[src/rtl/msi_cap_pkg.sv]
package msi_cap_pkg;

  localparam logic [7:0] CFG_CAPPTR_OFS = 8'h34;

  typedef struct packed {
    logic        en;
    logic [2:0]  mme;
    logic [63:0] addr;
    logic [15:0] data;
  } msi_cfg_t;

  // Number of low data bits the device may modify: the grant clamped to the capability.
  function automatic logic [2:0] eff_bits(input logic [2:0] granted, input logic [2:0] capable);
    eff_bits = (granted > capable) ? capable : granted;
  endfunction

endpackage

[src/rtl/msi_cfg_regs.sv]
module msi_cfg_regs
  import msi_cap_pkg::*;
#(
  parameter logic [7:0] CAP_PTR = 8'h50,
  parameter logic [7:0] CAP_ID  = 8'h05,
  parameter int unsigned MMC    = 2
) (
  input  logic           clk,
  input  logic           rst_n,
  input  logic           cfg_req,
  input  logic           cfg_we,
  input  logic [7:0]     cfg_addr,
  input  logic [3:0]     cfg_be,
  input  logic [31:0]    cfg_wdata,
  output logic [31:0]    cfg_rdata,
  output msi_cfg_t       cfg_o
);

  localparam logic [5:0] W_PTR = CFG_CAPPTR_OFS[7:2];
  localparam logic [5:0] W_CTL = CAP_PTR[7:2];
  localparam logic [5:0] W_ALO = CAP_PTR[7:2] + 6'd1;
  localparam logic [5:0] W_AHI = CAP_PTR[7:2] + 6'd2;
  localparam logic [5:0] W_DAT = CAP_PTR[7:2] + 6'd3;
  localparam logic [2:0] MMC_F = 3'(MMC);

  msi_cfg_t    cfg_q, cfg_d;
  logic [31:0] rdata_q, rdata_d;
  logic [31:0] rd_word;
  logic [5:0]  widx;
  logic        wr_en, rd_en;
  logic        unused_lsb;

  assign widx       = cfg_addr[7:2];
  assign unused_lsb = ^cfg_addr[1:0];
  assign wr_en      = cfg_req & cfg_we;
  assign rd_en      = cfg_req & ~cfg_we;

  always_comb begin
    rd_word = '0;
    if (widx == W_PTR) begin
      rd_word[7:0] = CAP_PTR;
    end else if (widx == W_CTL) begin
      rd_word[7:0]   = CAP_ID;
      rd_word[15:8]  = 8'h00;
      rd_word[16]    = cfg_q.en;
      rd_word[19:17] = MMC_F;
      rd_word[22:20] = cfg_q.mme;
      rd_word[23]    = 1'b1;
    end else if (widx == W_ALO) begin
      rd_word = {cfg_q.addr[31:2], 2'b00};
    end else if (widx == W_AHI) begin
      rd_word = cfg_q.addr[63:32];
    end else if (widx == W_DAT) begin
      rd_word[15:0] = cfg_q.data;
    end
  end

  always_comb begin
    cfg_d   = cfg_q;
    rdata_d = rdata_q;
    if (wr_en) begin
      if (widx == W_CTL && cfg_be[2]) begin
        cfg_d.en  = cfg_wdata[16];
        cfg_d.mme = cfg_wdata[22:20];
      end
      if (widx == W_ALO) begin
        for (int b = 0; b < 4; b++) begin
          if (cfg_be[b]) cfg_d.addr[8*b +: 8] = cfg_wdata[8*b +: 8];
        end
        cfg_d.addr[1:0] = 2'b00;
      end
      if (widx == W_AHI) begin
        for (int b = 0; b < 4; b++) begin
          if (cfg_be[b]) cfg_d.addr[32+8*b +: 8] = cfg_wdata[8*b +: 8];
        end
      end
      if (widx == W_DAT) begin
        for (int b = 0; b < 2; b++) begin
          if (cfg_be[b]) cfg_d.data[8*b +: 8] = cfg_wdata[8*b +: 8];
        end
      end
    end
    if (rd_en) rdata_d = rd_word;
  end

  always_ff @(posedge clk or negedge rst_n) begin
    if (!rst_n) begin
      cfg_q   <= '0;
      rdata_q <= '0;
    end else begin
      cfg_q   <= cfg_d;
      rdata_q <= rdata_d;
    end
  end

  assign cfg_o     = cfg_q;
  assign cfg_rdata = rdata_q;

endmodule

[src/rtl/msi_pend_arb.sv]
module msi_pend_arb #(
  parameter int unsigned NUM_SRC = 4,
  parameter int unsigned IDX_W   = 2
) (
  input  logic               clk,
  input  logic               rst_n,
  input  logic [NUM_SRC-1:0] src,
  input  logic [NUM_SRC-1:0] clr,
  input  logic [NUM_SRC-1:0] done_vec,
  output logic [NUM_SRC-1:0] pend_o,
  output logic               pick_vld,
  output logic [IDX_W-1:0]   pick_idx
);

  logic [NUM_SRC-1:0] pend_q, pend_d;

  // A new pulse in the same cycle as a clear or completion wins: it is a fresh event.
  always_comb begin
    pend_d = (pend_q & ~clr & ~done_vec) | src;
  end

  always_ff @(posedge clk or negedge rst_n) begin
    if (!rst_n) pend_q <= '0;
    else        pend_q <= pend_d;
  end

  // Fixed priority, lowest index wins: scan from the top so the last hit is the lowest.
  always_comb begin
    pick_vld = 1'b0;
    pick_idx = '0;
    for (int i = NUM_SRC - 1; i >= 0; i--) begin
      if (pend_q[i]) begin
        pick_vld = 1'b1;
        pick_idx = IDX_W'(i);
      end
    end
  end

  assign pend_o = pend_q;

endmodule

[src/rtl/msi_req_gen.sv]
module msi_req_gen
  import msi_cap_pkg::*;
#(
  parameter int unsigned NUM_SRC = 4,
  parameter int unsigned IDX_W   = 2,
  parameter int unsigned MMC     = 2
) (
  input  logic               clk,
  input  logic               rst_n,
  input  msi_cfg_t           cfg,
  input  logic               pick_vld,
  input  logic [IDX_W-1:0]   pick_idx,
  input  logic               req_ready,
  output logic               req_valid,
  output logic [63:0]        req_addr,
  output logic [31:0]        req_data,
  output logic [NUM_SRC-1:0] done_vec
);

  localparam logic [2:0] MMC_F = 3'(MMC);

  logic             valid_q, valid_d;
  logic [63:0]      addr_q, addr_d;
  logic [15:0]      data_q, data_d;
  logic [IDX_W-1:0] idx_q, idx_d;
  logic             launch, done;
  logic [2:0]       nbits;
  logic [15:0]      vec_mask, vec_off;

  assign nbits    = eff_bits(cfg.mme, MMC_F);
  assign vec_mask = (16'd1 << nbits) - 16'd1;
  assign vec_off  = 16'(pick_idx) & vec_mask;

  assign done   = valid_q & req_ready;
  assign launch = ~valid_q & cfg.en & pick_vld;

  always_comb begin
    valid_d = valid_q;
    addr_d  = addr_q;
    data_d  = data_q;
    idx_d   = idx_q;
    if (done) begin
      valid_d = 1'b0;
    end else if (launch) begin
      valid_d = 1'b1;
      addr_d  = cfg.addr;
      data_d  = cfg.data + vec_off;
      idx_d   = pick_idx;
    end
  end

  always_ff @(posedge clk or negedge rst_n) begin
    if (!rst_n) begin
      valid_q <= 1'b0;
      addr_q  <= '0;
      data_q  <= '0;
      idx_q   <= '0;
    end else begin
      valid_q <= valid_d;
      addr_q  <= addr_d;
      data_q  <= data_d;
      idx_q   <= idx_d;
    end
  end

  always_comb begin
    done_vec = '0;
    if (done) done_vec[idx_q] = 1'b1;
  end

  assign req_valid = valid_q;
  assign req_addr  = addr_q;
  assign req_data  = {16'h0000, data_q};

endmodule

[src/rtl/msi_cap_gen.sv]
module msi_cap_gen
  import msi_cap_pkg::*;
#(
  parameter int unsigned NUM_SRC = 4,
  parameter logic [7:0]  CAP_PTR = 8'h50,
  parameter logic [7:0]  CAP_ID  = 8'h05
) (
  input  logic               clk,
  input  logic               rst_n,
  input  logic               cfg_req,
  input  logic               cfg_we,
  input  logic [7:0]         cfg_addr,
  input  logic [3:0]         cfg_be,
  input  logic [31:0]        cfg_wdata,
  output logic [31:0]        cfg_rdata,
  input  logic [NUM_SRC-1:0] irq_src,
  input  logic [NUM_SRC-1:0] irq_clr,
  output logic               req_valid,
  input  logic               req_ready,
  output logic [63:0]        req_addr,
  output logic [31:0]        req_data,
  output logic               intx_o
);

  localparam int unsigned IDX_W = (NUM_SRC > 1) ? $clog2(NUM_SRC) : 1;
  localparam int unsigned MMC   = (NUM_SRC > 1) ? $clog2(NUM_SRC) : 0;

  msi_cfg_t           cfg_q;
  logic [NUM_SRC-1:0] pend;
  logic [NUM_SRC-1:0] done_vec;
  logic               pick_vld;
  logic [IDX_W-1:0]   pick_idx;

  msi_cfg_regs #(
    .CAP_PTR (CAP_PTR),
    .CAP_ID  (CAP_ID),
    .MMC     (MMC)
  ) u_regs (
    .clk       (clk),
    .rst_n     (rst_n),
    .cfg_req   (cfg_req),
    .cfg_we    (cfg_we),
    .cfg_addr  (cfg_addr),
    .cfg_be    (cfg_be),
    .cfg_wdata (cfg_wdata),
    .cfg_rdata (cfg_rdata),
    .cfg_o     (cfg_q)
  );

  msi_pend_arb #(
    .NUM_SRC (NUM_SRC),
    .IDX_W   (IDX_W)
  ) u_arb (
    .clk      (clk),
    .rst_n    (rst_n),
    .src      (irq_src),
    .clr      (irq_clr),
    .done_vec (done_vec),
    .pend_o   (pend),
    .pick_vld (pick_vld),
    .pick_idx (pick_idx)
  );

  msi_req_gen #(
    .NUM_SRC (NUM_SRC),
    .IDX_W   (IDX_W),
    .MMC     (MMC)
  ) u_req (
    .clk       (clk),
    .rst_n     (rst_n),
    .cfg       (cfg_q),
    .pick_vld  (pick_vld),
    .pick_idx  (pick_idx),
    .req_ready (req_ready),
    .req_valid (req_valid),
    .req_addr  (req_addr),
    .req_data  (req_data),
    .done_vec  (done_vec)
  );

  // Legacy line: level of any pending source, masked while messaging is on.
  assign intx_o = ~cfg_q.en & (|pend);

endmodule

[config.mk]
export PLATFORM = sky130hd
export DESIGN_NAME = msi_cap_gen
export DESIGN_NICKNAME = d
export VERILOG_FILES = /design/src/rtl/msi_cap_pkg.sv /design/src/rtl/msi_cfg_regs.sv /design/src/rtl/msi_pend_arb.sv /design/src/rtl/msi_req_gen.sv /design/src/rtl/msi_cap_gen.sv
export SDC_FILE = /design/constraint.sdc
export NUM_CORES = 1
export LEC_CHECK = 0
export BUFFER_PORTS_ARGS = -buffer_cell sky130_fd_sc_hd__buf_2
export CAP_MARGIN = 0
export CORE_MARGIN = 5
export CORE_UTILIZATION = 45
export DETAILED_ROUTE_END_ITERATION = 6
export PLACE_DENSITY = 0.66
export SLEW_MARGIN = 20
export SYNTH_ARGS = -nofsm -noshare
export SYNTH_HDL_FRONTEND = slang
export SYNTH_SLANG_ARGS = --single-unit
[constraint.sdc]
create_clock -name clk -period 3.06 [get_ports clk]
set_input_delay 0.459 -clock clk [delete_from_list [all_inputs] [get_ports clk]]
set_output_delay 0.459 -clock clk [all_outputs]
set_load 0.05 [all_outputs]
**Word level (Yosys, flattened, before mapping)**

Cells that the tools add are included.
Widths: inputs -> output; s select.

- Bits in registers: 199
- Input port bits: 57
- Output and inout port bits: 130
- Logic and storage cells: 83

- Add/sub/neg operators: 2
- $lt $le $gt $ge: 3
- Equality and inequality tests: 5
- Shift-type cells: 1
- Multiplexer cells: 22
- Bitwise logic cells: 16
- Reduce and logical (&&, ||, !) cells: 16

Operators with widths:

| cell | count |
|---|---|
| $mux 16 | 3 |
| $mux 24 | 2 |
| $mux 32 | 1 |
| $reduce_and 3->1 | 10 |
| $eq 6x5->1 const B | 4 |
| $add 16x16->16 | 1 |
| $and 2x16->16 | 1 |
| $mux 8 | 2 |
| $shl 1x3->16 const A | 1 |
| $sub 16x1->16 const B | 1 |
| $and 4x4->4 | 2 |
| $mux 2 | 4 |
| $not 4->4 | 2 |
| $mux 1 | 7 |
| $and 1x1->1 | 6 |
| $eq 6x4->1 const B | 1 |
| $mux 4 | 1 |
| $not 1->1 | 4 |
| $or 4x4->4 | 1 |
| $reduce_and 2->1 | 2 |
| $reduce_or 4->1 | 1 |
| $gt 3x2->1 const B | 1 |
| $lt 2x3->1 const B | 1 |
| $mux 3 | 1 |
| 4 further kinds | 5 |

**Logic depth before layout (Yosys ltp)**

Gate-level depths: netlist of run 1.

- Depth in word-level cells: 8
- Depth in mapped cells: 11
- Depth with buffers taken out: 10

**Modules after synthesis**

A second synthesis of run 1 with hierarchy kept.

- Cells, all modules: 810
- Area, all modules: 8,740.9 sq um

By module, submodules not included:

| module | instances | cells each | area each (sq um) | sequential area each (sq um) |
|---|---|---|---|---|
| msi_cfg_regs | 1 | 379 | 4,952.2 | 2,852.7 |
| msi_req_gen | 1 | 410 | 3,597.2 | 2,077.0 |
| msi_pend_arb | 1 | 19 | 181.4 | 100.1 |
| msi_cap_gen | 1 | 2 | 10.0 | 0.0 |

**Least setup slack after synthesis of run 1**

Ideal clock, no wire load.

- Path type: flip-flop to flip-flop
- Start: reg u_arb.pend_q[2], in the netlist u_arb.pend_o[2]
- End: reg u_req.data_q[14]
- Library setup time: 0.124 ns
- Data arrival time: 2.381 ns
- Required time: 2.936 ns
- Slack: 0.555 ns
- Stages on the path, launching flop included: 12
- Buffers on the path: 1
- Clock period less this slack: 2.505 ns
- Cells stage by stage: dfrtp_1 -> inv_1 -> a21oi_1 -> nor3_1 -> ha_1 -> inv_1 -> fa_1 -> clkbuf_1 -> nand3b_1 -> or4_1 -> and3_1 -> a211o_1

- Cells in the longest elaborated chain, start to end: 5
- Elaborated cells between the ends (all ways): 10
- Those cells by class: add/sub: 1; mux: 6; bitwise: 2; reduce/logical: 1

Ends and longest elaborated chain:

| what | line | source |
|---|---|---|
| from (decl) | msi_pend_arb.sv:15 | `logic [NUM_SRC-1:0] pend_q, pend_d;` |
| from (signal assigned) | msi_pend_arb.sv:24 | `else pend_q <= pend_d;` |
| $mux 2 / $mux 1 (equally long branches) (3 in a row) | msi_pend_arb.sv:32 | `if (pend_q[i]) begin` |
| $and 2x16->16 / $and 1x1->1 (equally long branches) | msi_req_gen.sv:32, msi_req_gen.sv:35 |  |
| $add 16x16->16 / $reduce_and 2->1 (equally long branches) | - |  |
| to (signal assigned) | msi_req_gen.sv:61 | `data_q <= data_d;` |
| to (decl) | msi_req_gen.sv:24 | `logic [15:0] data_q, data_d;` |

Several ways; a longest one is shown, not always the timed one.
A chain may end at the register's enable or synchronous reset.

**Worst setup path in the final report of run 1**

- Start: reg u_arb.pend_q[0], in the netlist u_arb.pend_o[0]
- End: reg u_req.data_q[14]

- Cells in the longest elaborated chain, start to end: 3
- Elaborated cells between the ends (all ways): 6
- Those cells by class: add/sub: 1; mux: 2; bitwise: 2; reduce/logical: 1

Ends and longest elaborated chain:

| what | line |
|---|---|
| $mux 2 / $mux 1 (equally long branches) | msi_pend_arb.sv:32 |
| $and 2x16->16 / $and 1x1->1 (equally long branches) | msi_req_gen.sv:32, msi_req_gen.sv:35 |
| $add 16x16->16 / $reduce_and 2->1 (equally long branches) | - |

Several ways; a longest one is shown, not always the timed one.

==> results of run 1 <==
==> layer usage <==
layer,share of wire [%],vias to the layer above
met3,7.2,29
met2,45,186
met1,46,3007
met4,2.0,0
met5,0,-
li1,-,2997
==> how the worst min path moves through the flow <==
stage                                  start                 end  slack (ps)
after global routing                   rst_n  u_req.req_addr[11]          70
after floorplan                        rst_n     u_arb.pend_o[0]         160
after global placement    u_req.req_addr[11]  u_req.req_addr[11]         450
after CTS                              rst_n  u_req.req_addr[11]          50
final                                  rst_n  u_req.req_addr[11]          30
after detailed placement  u_req.req_addr[11]  u_req.req_addr[11]         460
==> area by class of cell <==
type / count / area (µm²)
tap: 234 / 293
clock inverter: 12 / 138
inverter: 15 / 56.3
timing repair buffer: 182 / 997
sequential: 199 / 4980
fill: 1676 / 8480
clock buffer: 19 / 443
multi-input combinational: 551 / 3310
antenna: 3 / 7.51
==> worst max-delay path, stage by stage, from the launching register on <==
cell,delay (ps)
dfrtp_1,430
nor2_1,100
o21ai_0,110
or2_2,320
fa_1,520
nand3b_1,190
or4_1,420
and3_1,200
a211o_1,250
==> registers in the layout, indices dropped and copies added (netlist names) <==
register / flops
u_regs.cfg_o: 82
u_req.req_addr: 62
u_req.idx_q: 2
u_regs.cfg_rdata: 32
u_req.req_valid: 1
u_req.data_q: 16
u_arb.pend_o: 4
==> power by group <==
part	switching (mW)	internal, mW
sequential	0.109	2.77
clock	1.03	1.24
combinational	0.630	0.209
total	1.77	4.22
==> cell families (layout without fill, tap and decap cells) <==
logic type / count (synthesis) / count (layout) / share of synthesized area [%]
xor gates and xnor gates: 12 / 12 / 1.23
buffers and inverters: 67 / 228 / 3.91
muxes: 87 / 87 / 11.4
and+or+nand+nor: 324 / 324 / 16.5
adders and majority gates: 3 / 3 / 0.527
AOI/OAI and AO/OA: 107 / 107 / 8.11
DFF: 199 / 199 / 58.3
other: 1 / 21 / 0.0439
==> stage by stage <==
| stage | cell area [µm²] | cells | util (%) | hold slack (ps) |
|---|---|---|---|---|
| floorplan | 8610 | 817 | - | 163 |
| global placement | 9630 | 1181 | 51.5 | 454 |
| detailed placement | 9630 | 1181 | 51.5 | 457 |
| CTS | 10200 | 1212 | 54.6 | 53.4 |
| global route | 10200 | 1213 | 54.6 | 72.0 |
| finish | 10200 | 1215 | 54.6 | 32.5 |
==> placed cells by master (no fill, tap or decap), drive strengths merged, types with 11 or more instances in the layout <==
cell type,count
mux2,81
conb,18
dfrtp,199
buf,181
xnor2,11
nor2,33
nand2,243
o31ai,13
o21ai,46
inv,21
a22oi,12
clkbuf,20
a21boi,12
==> impl_metrics.toml, run 1 <==
[status]
outcome = "finished clean"

[clock_network]
holdBufCountCts = 0
clk_latency_ps = 440
cts_setup_buffers = 0
cts_tree = "built"
cts_root_buf = "clkbuf_16"
cts_resized = 0
htreeDepth = 4
cts.sinks = 199
numCtsBuffers = 17
cts.clk_slew.worst_paths_ps = 80
ctsLongestPathBuffers = 2

[setup_path]
path_class = "reg2reg"
critPathMaxFanout = 7
cp.required_ps = 3380
r2r-start = "u_arb.pend_o[0]"
endpoint_kind = "flip-flop"
reg2reg_slack_ps = 400
worst_setup_path_start_kind = "flip-flop"
startpoint = "u_arb.pend_o[0]"
rr_endpoint = "u_req.data_q[14]"
setup.worst_path.end = "u_req.data_q[14]"
rr_worst_depth = 8
arrival_ps = 2980

[layout]
final_nets = 1026
area_delta_synth_final_pct = 19.6
drive_above_1_share_pct = 32.4

[global_route]
grt_busiest_layer = "met2"
use_met3_pct = 5.43
grt_pass1_wl_mm = 36.0
grt_overflow_total = 0
gr-usage-met2_pct = 31.2
antenna_found_initial = 2
gr-usage-met1_pct = 30.4
grt_max_degree = 76
track_usage_pct = 21.0
grt_pass1_vias = 6422

[yosys]
synthCells = 800
syn-cell-area_um2 = 8550
ys_seq_elements = 199
synthTopCellsByArea = "dfrtp_1, mux2_2, nand2_1, o21ai_0, buf_4"
yosysMostFrequentCell = "nand2_1"
synth_edf_count = 0
yosys.area.top_type_share_pct = 58.3
ys_warn_count = 0
synthFlopType = "dfrtp_1"
avgSynthCellArea_um2 = 10.7
yosysSeqAreaShare_pct = 58.3
ys_async_sr_fraction_pct = 100
synth_area_leader_cell = "dfrtp_1"
synth_cell_types = 50
ys_top_cells_by_count = "nand2_1, dfrtp_1, mux2_2"

[drt]
drtIter0Drc = 454
via_count = 6219
drc_errors = 0
wl_per_cell_um = 18.1
wirelength_mm = 22.0
drt_pass1_iterations = 4
ant_nets = 0
via_per_inst = 5.12

[sta]
fin_crit_ps = 2660
setup_viol = 0
timing_hold_violations_final = 0
fmax_mhz = 376
max_slew_margin_pct = 52.4
grt_setup_unrepaired = "no"
slew_viol_final = 0
tightest_slew_ps = 710
fin_crit_sh_pct = 87.0
fin_ws_ps = 398
skew_ps = 14.5
finalSetupTns_ps = 0

[placement]
globalplace.congestion = 0.840
dp_hpwl_mm = 15.6
dp_slack_ps = 419
numPortBuffers = 166

[die]
initial_core_util_pct = 45.7
die_area_um2 = 21800
dieHeight_um = 148
die_width_um = 148
ios = 187
num_rows = 50
core_region_area_um2 = 18700

[hold_path]
hp-class = "in2async"

[flow_run]
cap_viol_max_count = 0

[pwr]
cellPowerDensity_nw_per_um2 = 586
totalPowerFinal_mw = 5.99
leakagePower_nw = 5.42
peakVddDrop_v = 0.000333
No activity file was read; power rests on OpenSTA's default activity.
==> inputs of run 2 (changes only) <==
Settings changed: ABC_AREA set to 1, CELL_PAD_IN_SITES_DETAIL_PLACEMENT set to 1, CELL_PAD_IN_SITES_GLOBAL_PLACEMENT set to 1, CORE_UTILIZATION 45 to 40, PLACE_DENSITY 0.66 to 0.77.
==> impl_metrics.toml, run 2 <==
[sta]
skew_ps = 8.86
tightest_slew_ps = 660
fin_crit_ps = 2430
max_slew_margin_pct = 56.0
setup_viol = 0
finalSetupTns_ps = 0
fmax_mhz = 412
grt_setup_unrepaired = "no"
fin_crit_sh_pct = 79.4
hold_ws_ps = 68.0
timing_hold_violations_final = 0
slew_viol_final = 0

[die]
core_region_area_um2 = 21700
initial_core_util_pct = 40.4
ios = 187
die_area_um2 = 25000
num_rows = 54
die_width_um = 158
dieHeight_um = 158

[layout]
layout_common_cells = "nand2_1, dfrtp_1, buf_2, o21ai_0, inv_1"
fillers = 2686
drive_above_1_share_pct = 19.0
layout_commonest_cell = "nand2_1"
final_nets = 1269
final_util_pct = 47.8
final_area_um2 = 10400
num_antenna_cells = 0
largest_reg_flops = 82
area_delta_synth_final_pct = 18.3

[yosys]
ys_warn_count = 0
synth_area_leader_cell = "dfrtp_1"
synth_edf_count = 0
synth_cell_types = 32
syn-cell-area_um2 = 8770
ys_seq_elements = 199
synthCells = 1054
yosysSeqAreaShare_pct = 56.8
synthTopCellsByArea = "dfrtp_1, nand2_1, o21ai_0, inv_1, nand3_1"
ys_async_sr_fraction_pct = 100
yosys.area.top_type_share_pct = 56.8
ys_top_cells_by_count = "nand2_1, dfrtp_1, o21ai_0"
yosysMostFrequentCell = "nand2_1"
synthFlopType = "dfrtp_1"
avgSynthCellArea_um2 = 8.32

[placement]
numPortBuffers = 166
dp_hpwl_mm = 18.0
place_area_um2 = 9770
globalplace.congestion = 0.800

[setup_path]
arrival_ps = 2750
crit_path_frequent_cell = "nand2_1"
cp.required_ps = 3380
endpoint_kind = "flip-flop"
reg2reg_slack_ps = 630
critPathMaxFanout = 4
path_class = "reg2reg"
worst_setup_path_start_kind = "flip-flop"
crit_chain = "inv_1 -> nand2_1 -> a21oi_1 -> o31a_1 -> ha_1 -> inv_1 -> fa_1 -> nor2_1 -> nand2_1 -> o21ai_0 -> nand2_1 -> nand2_1 -> nand2_1"
slowest_delay_ps = 410
cpMaxStageDelayCell = "dfrtp_1"

[clock_network]
htreeDepth = 4
cts_root_buf = "clkbuf_16"
cts_tree = "built"
cts.clk_slew.worst_paths_ps = 80
cts_resized = 0
ctsLongestPathBuffers = 2
cts_setup_buffers = 0
numCtsBuffers = 17
cts.sinks = 199
holdBufCountCts = 0
clk_latency_ps = 440

[drt]
via_per_inst = 4.90
drc_errors = 0
wirelength_mm = 25.2
ant_nets = 0
drtIter0Drc = 371
wl_per_cell_um = 16.8
via_count = 7365
drt_pass1_iterations = 4

[pwr]
totalPowerFinal_mw = 5.89
peakVddDrop_v = 0.000382
cellPowerDensity_nw_per_um2 = 568
leakagePower_nw = 5.76

[global_route]
track_usage_pct = 20.7
antenna_found_initial = 2
grt_pass1_vias = 7757
grt_max_degree = 80
grt_overflow_total = 0
grt_pass1_wl_mm = 41.1

[hold_path]
hp-class = "in2async"

[flow_run]
cap_viol_max_count = 0

[status]
outcome = "finished clean"
==> run 2: cell type report <==
| type | instances | area, µm² | share of cell area, % |
|---|---|---|---|
| sequential | 199 | 4980 | 48.0 |
| multi-input combinational | 731 | 3170 | 30.6 |
| timing repair buffer | 179 | 962 | 9.27 |
| clock buffer | 19 | 443 | 4.27 |
| tap | 280 | 350 | 3.38 |
| inverter | 81 | 307 | 2.95 |
| clock inverter | 13 | 160 | 1.54 |
==> run 2: critical path: cells and delay by family (launching register included) <==
family	cells	cell delay (ps)
AO/OA/AOI/OAI	3	590
adder cells (fa/ha/maj)	2	610
buffers and inverters	2	140
flip-flops	1	410
AND/OR/NAND/NOR	6	570
==> run 2: cells by family after synthesis <==
logic type	after synthesis	share of synthesized area, %
and+or+nand+nor	571	26.1
DFF	199	56.8
buffers and inverters	141	7.94
AOI/OAI and AO/OA	133	8.06
xor gates and xnor gates	6	0.599
adders and majority gates	3	0.513
other	1	0.0427
==> run 2: final timing paths <==
check	end	cells after the start	from
worst max register to register	u_req.data_q[14]	13	u_arb.pend_o[2]
worst min-delay path	u_req.req_addr[39]	1	rst_n
worst max-delay path	u_req.data_q[14]	13	u_arb.pend_o[2]
max in group asynchronous	u_regs.cfg_o[34]	2	rst_n
worst min register to register	u_req.data_q[13]	2	u_req.data_q[13]
min in group clk	u_arb.pend_o[0]	2	irq_clr[0]
==> run 2: routing by layer <==
metal	wire, µm	GRT usage [%]	part of all wire [%]	up-vias
met4	415	6.05	1.6	4
met3	1050	3.17	4.2	36
met2	12100	34.1	48	147
met1	11600	28.6	46	3622
met5	21	0	0.083	-
li1	-	-	-	3556
==> run 2: metrics by stage <==
step           cells  setup WS (ps)
2_1_floorplan   1071            869
3_3_place_gp    1470            732
3_5_place_dp    1470            652
4_1_cts         1502            611
5_1_grt         1502            369
6_report        1502            630
==> run 2: where the power goes <==
part	internal [mW]	total, mW	switching, mW
logic	0.154	0.698	0.544
registers	2.75	2.85	0.0981
clock network	1.26	2.35	1.09
